## config.mk

```make
export PLATFORM = sky130hd
export DESIGN_NAME = seq_mult_lshift
export DESIGN_NICKNAME = d
export VERILOG_FILES = /design/src/rtl/mult_pkg.sv /design/src/rtl/mult_ctrl.sv /design/src/rtl/mult_dpath.sv /design/src/rtl/seq_mult_lshift.sv
export SDC_FILE = /design/constraint.sdc
export NUM_CORES = 1
export LEC_CHECK = 0
export ABC_AREA = 1
export BUFFER_PORTS_ARGS = -buffer_cell sky130_fd_sc_hd__buf_4
export CAP_MARGIN = 30
export CORE_MARGIN = 1.5
export CORE_UTILIZATION = 57
export CTS_CLUSTER_DIAMETER = 80
export DETAILED_ROUTE_END_ITERATION = 10
export GPL_TIMING_DRIVEN = 0
export HOLD_SLACK_MARGIN = 0.1
export PLACE_DENSITY = 0.84
export SYNTH_ARGS = -nofsm -noshare
export SYNTH_HDL_FRONTEND = slang
export SYNTH_HIERARCHICAL = 1
export SYNTH_SLANG_ARGS = --single-unit
```

## constraint.sdc

```tcl
create_clock -name clk -period 2.53 [get_ports clk]
set_input_delay 0.253 -clock clk [delete_from_list [all_inputs] [get_ports clk]]
set_output_delay 0.253 -clock clk [all_outputs]
set_load 0.005 [all_outputs]
```

## src/rtl/mult_pkg.sv

```systemverilog
package mult_pkg;

  // Strobes issued by the sequencer to the datapath each cycle
  typedef struct packed {
    logic loadOps;  // capture operands, clear accumulator
    logic step;     // perform one shift-and-add iteration
  } multStrobe_t;

endpackage

```

## src/rtl/mult_ctrl.sv

```systemverilog
module mult_ctrl
  import mult_pkg::*;
#(
  parameter int OPW = 6
) (
  input  logic        clk,
  input  logic        rst,
  input  logic        load,
  output multStrobe_t strobes,
  output logic        done
);

  localparam int CW = $clog2(OPW + 1);
  localparam logic [CW-1:0] LAST_STEP = CW'(OPW - 1);

  logic [CW-1:0] stepCount;
  logic          busy;

  always_ff @(posedge clk) begin
    if (rst) begin
      stepCount <= '0;
      busy      <= 1'b0;
      done      <= 1'b0;
    end else if (load) begin
      stepCount <= '0;
      busy      <= 1'b1;
      done      <= 1'b0;
    end else if (busy) begin
      if (stepCount == LAST_STEP) begin
        busy <= 1'b0;
        done <= 1'b1;
      end
      stepCount <= stepCount + 1'b1;
    end
  end

  always_comb begin
    strobes.loadOps = load;
    strobes.step    = busy && !load;
  end

endmodule

```

## src/rtl/mult_dpath.sv

```systemverilog
module mult_dpath
  import mult_pkg::*;
#(
  parameter int OPW = 6
) (
  input  logic            clk,
  input  logic            rst,
  input  multStrobe_t     strobes,
  input  logic [OPW-1:0]  opA,
  input  logic [OPW-1:0]  opB,
  output logic [2*OPW-1:0] accOut
);

  localparam int PW = 2 * OPW;

  logic [PW-1:0]  mcandReg;  // multiplicand, weighted by 2^i
  logic [OPW-1:0] mplrReg;   // multiplier, LSB is current bit
  logic [PW-1:0]  accReg;
  logic [PW-1:0]  addend;

  always_comb begin
    addend = mplrReg[0] ? mcandReg : '0;
  end

  always_ff @(posedge clk) begin
    if (rst) begin
      mcandReg <= '0;
      mplrReg  <= '0;
      accReg   <= '0;
    end else if (strobes.loadOps) begin
      mcandReg <= {{OPW{1'b0}}, opB};
      mplrReg  <= opA;
      accReg   <= '0;
    end else if (strobes.step) begin
      accReg   <= accReg + addend;
      mcandReg <= mcandReg << 1;
      mplrReg  <= mplrReg >> 1;
    end
  end

  assign accOut = accReg;

endmodule

```

## src/rtl/seq_mult_lshift.sv

```systemverilog
module seq_mult_lshift
  import mult_pkg::*;
#(
  parameter int OPW = 6
) (
  input  logic             clk,
  input  logic             rst,
  input  logic             load,
  input  logic [OPW-1:0]   opA,
  input  logic [OPW-1:0]   opB,
  output logic [2*OPW-1:0] product,
  output logic             done
);

  multStrobe_t strobes;

  mult_ctrl #(.OPW(OPW)) uCtrl (
    .clk     (clk),
    .rst     (rst),
    .load    (load),
    .strobes (strobes),
    .done    (done)
  );

  mult_dpath #(.OPW(OPW)) uDpath (
    .clk     (clk),
    .rst     (rst),
    .strobes (strobes),
    .opA     (opA),
    .opB     (opB),
    .accOut  (product)
  );

endmodule

```

==> flow_metrics.tcl <==
set metrics [dict create \
    cts_max_level 2 \
    async_flop_share_pct 0 \
    seqPwrFrac_pct 50.3 \
    core_mm2 0.00344 \
    ys_ff_latch 35 \
    worstPathMaxFanout 10 \
    skew_ps 8.13 \
    rsz0062_at_grt "no" \
    clkPwrFrac_pct 37.0 \
    max-vdd-ir-drop_mv 0.425 \
    die_area_mm2 0.00407 \
    leakagePower_nw 1.33 \
    p_sw_share_pct 26.8 \
    ant_nets 0 \
    final_cell_mix "nand2_1 (85), inv_1 (55), nor2_1 (37)" \
    avgRoutedWirePerCell_um 12.0 \
    status "finished clean" \
    synth_top_area_share_pct 33.3 \
    fin_tns_setup_ps 0 \
    cp_top_family "adder cells" \
    synth_edf_count 0 \
    portBuffers 27 \
    synth_area_mm2 0.00211 \
    worst_slew_pin_slew_ps 490 \
    clk_pin_slew_ps 80 \
    yosysTopAreaCell "dfxtp_1" \
    hold_buffers 0 \
    setup_viol 0 \
    slew_violations 0 \
    nets 384 \
    cts_tree "yes" \
    grt_util_all_layers_pct 25.5 \
    path_cells "clkbuf_1, nand2_1, inv_1, ha_1, fa_1, nand2_1, nand3_1, nand3_1, nand2_1, nand2_1, nand2_1, o21ai_0, inv_1" \
    via_per_inst 5.24 \
    layout_commonest_cell "nand2_1" \
    fp.dieW_um 63.8 \
    ctsResizeCount 0 \
    period_minus_slack_ps 2200 \
    ys_warn_count 6 \
    rows 21 \
    pwr-share-comb_pct 12.8 \
    min_path_type "input port to flip-flop" \
    antenna_cells 0 \
    cts_sinks 35 \
    syn2layout_area_growth_pct 16.9 \
    cap_viol_max_count 0 \
    p_sw_mw 0.315 \
    maxSlewHeadroom_pct 67.3 \
    worstSetupEndpointType "flip-flop" \
    firstDrtPassIters 4 \
    crit_slowest_cell "fa_1" \
    cts_root_buf "clkbuf_8" \
    drive_gt1_share_pct 13.2 \
    cp_common_cell "nand2_1" \
    start_kind "flip-flop" \
    vias 2108 \
    syn_avg_cell_area_um2 6.56 \
    fp.dieH_um 63.8 \
    fillerInstances 323 \
    internal_power_mw 0.861 \
    cts_setup_buffers 0 \
    p_per_area_mw_per_mm2 478 \
    clk_latency_ps 290 \
    place.gp.congestion 0.856 \
    crit_type "flip-flop to flip-flop" \
    path_buf_inv 3 \
    first_global_vias 2005 \
    critPathArrivalTime_ps 2390 \
    ioPinCount 28 \
    syn_nets 350 \
    antenna_found_initial 0 \
    post-dp-hpwl_um 3530 \
    finalHoldViolCount 0 \
    grt_pass1_wl_um 8200 \
    synthDistinctLibCells 27 \
    synth_seq_area_share_pct 33.3 \
    crit_required_ps 2720 \
    gr-total-overflow 0 \
    slowest_delay_ps 450 \
    whs_ps 167 \
    wirelength_um 4840 \
    start_util_pct 61.2 \
    synthCells 321 \
    grt_max_degree 12 \
    ys.flop_type "dfxtp_1" \
    cts_buffers 5 \
    fmax_mhz 454 \
    synth_area_leaders "dfxtp_1 (33%), nand2_1 (15%), inv_1 (9.8%)" \
    finalCritPeriodShare_pct 87.1 \
    drtIter0Drc 128 \
    route.detailed.drc 0 \
    clock_path_buffers 2 \
]
## final timing paths
path | startpoint | endpoint | slack (ps) | cells after the start
max | uDpath/mplrReg[0] | uDpath/accOut[8] | 330 | 13
min | rst | uCtrl/busy | 170 | 2
max reg2reg | uDpath/mplrReg[0] | uDpath/accOut[8] | 330 | 13
min reg2reg | uCtrl/done | uCtrl/done | 470 | 2
## power groups by stage
stage	logic, mW	registers (mW)	clock network, mW
floorplan	0.0970	0.600	0
global placement	0.143	0.603	0
detailed placement	0.148	0.604	0
CTS	0.149	0.591	0.444
global route	0.168	0.594	0.468
finish	0.150	0.591	0.435
## Yosys cell counts, types with 2 or more instances
cell       n
a211oi_1   3
xor2_1     3
dfxtp_1   35
nor2_1    37
inv_1     55
a31oi_1    4
o21ai_0   13
buf_2      3
a21oi_1   21
o221ai_1   6
nand4_1    3
nand3b_1   2
nor3_1     4
nand2_1   85
nand3_1   17
clkbuf_1   2
inv_2      2
buf_4      4
xnor2_1    2
ha_1      13
## layer usage
layer	GRT usage (%)	wire [um]	vias up
met5	0	0	-
met4	16.0	94	0
met3	5.11	204	10
met2	43.1	2420	65
met1	29.3	2120	951
li1	-	-	1082
## cells by family after synthesis
| kind of cell | count (synthesis) | synth area share (%) |
|---|---|---|
| AO/OA/AOI/OAI | 48 | 13.2 |
| XOR/XNOR | 5 | 2.08 |
| adder cells (fa/ha/maj) | 14 | 8.67 |
| buffers and inverters | 68 | 13.4 |
| flip-flops | 35 | 33.3 |
| AND/OR/NAND/NOR | 151 | 29.4 |
## sequential cells by signal (all words and copies together), names as in the netlist
signal / count
uDpath/accOut: 12
uDpath/mcandReg: 12
uCtrl/stepCount: 3
uCtrl/done: 1
uDpath/mplrReg: 6
uCtrl/busy: 1
## final cells by class
| type | count | area (um^2) | share of cell area, % |
|---|---|---|---|
| plain buffers | 10 | 63.8 | 2.59 |
| clock buffers | 7 | 86.3 | 3.51 |
| clock inverters | 1 | 8.76 | 0.356 |
| inverters | 58 | 218 | 8.84 |
| multi-input cells | 218 | 1120 | 45.7 |
| flip-flops and latches | 35 | 701 | 28.5 |
| well taps | 46 | 57.6 | 2.34 |
| repair buffers | 27 | 203 | 8.23 |
## stage by stage
step	util [%]	cell area [um^2]	instances	setup slack, ps	total power [mW]
after detailed placement	68.8	2370	394	351	0.752
after floorplan	-	2110	321	631	0.697
after CTS	71.5	2460	402	322	1.18
after global placement	68.8	2370	394	369	0.746
final	71.5	2460	402	326	1.18
after global routing	71.5	2460	402	52.5	1.23
## worst register-to-register path: cells and delay by family (launching register included)
kind	cells	cell delay, ps
compound gates	1	140
simple gates	7	640
buf+inv	3	350
fa+ha+maj	2	660
flops	1	340
Note: power is estimated with default switching activity, not from simulation.
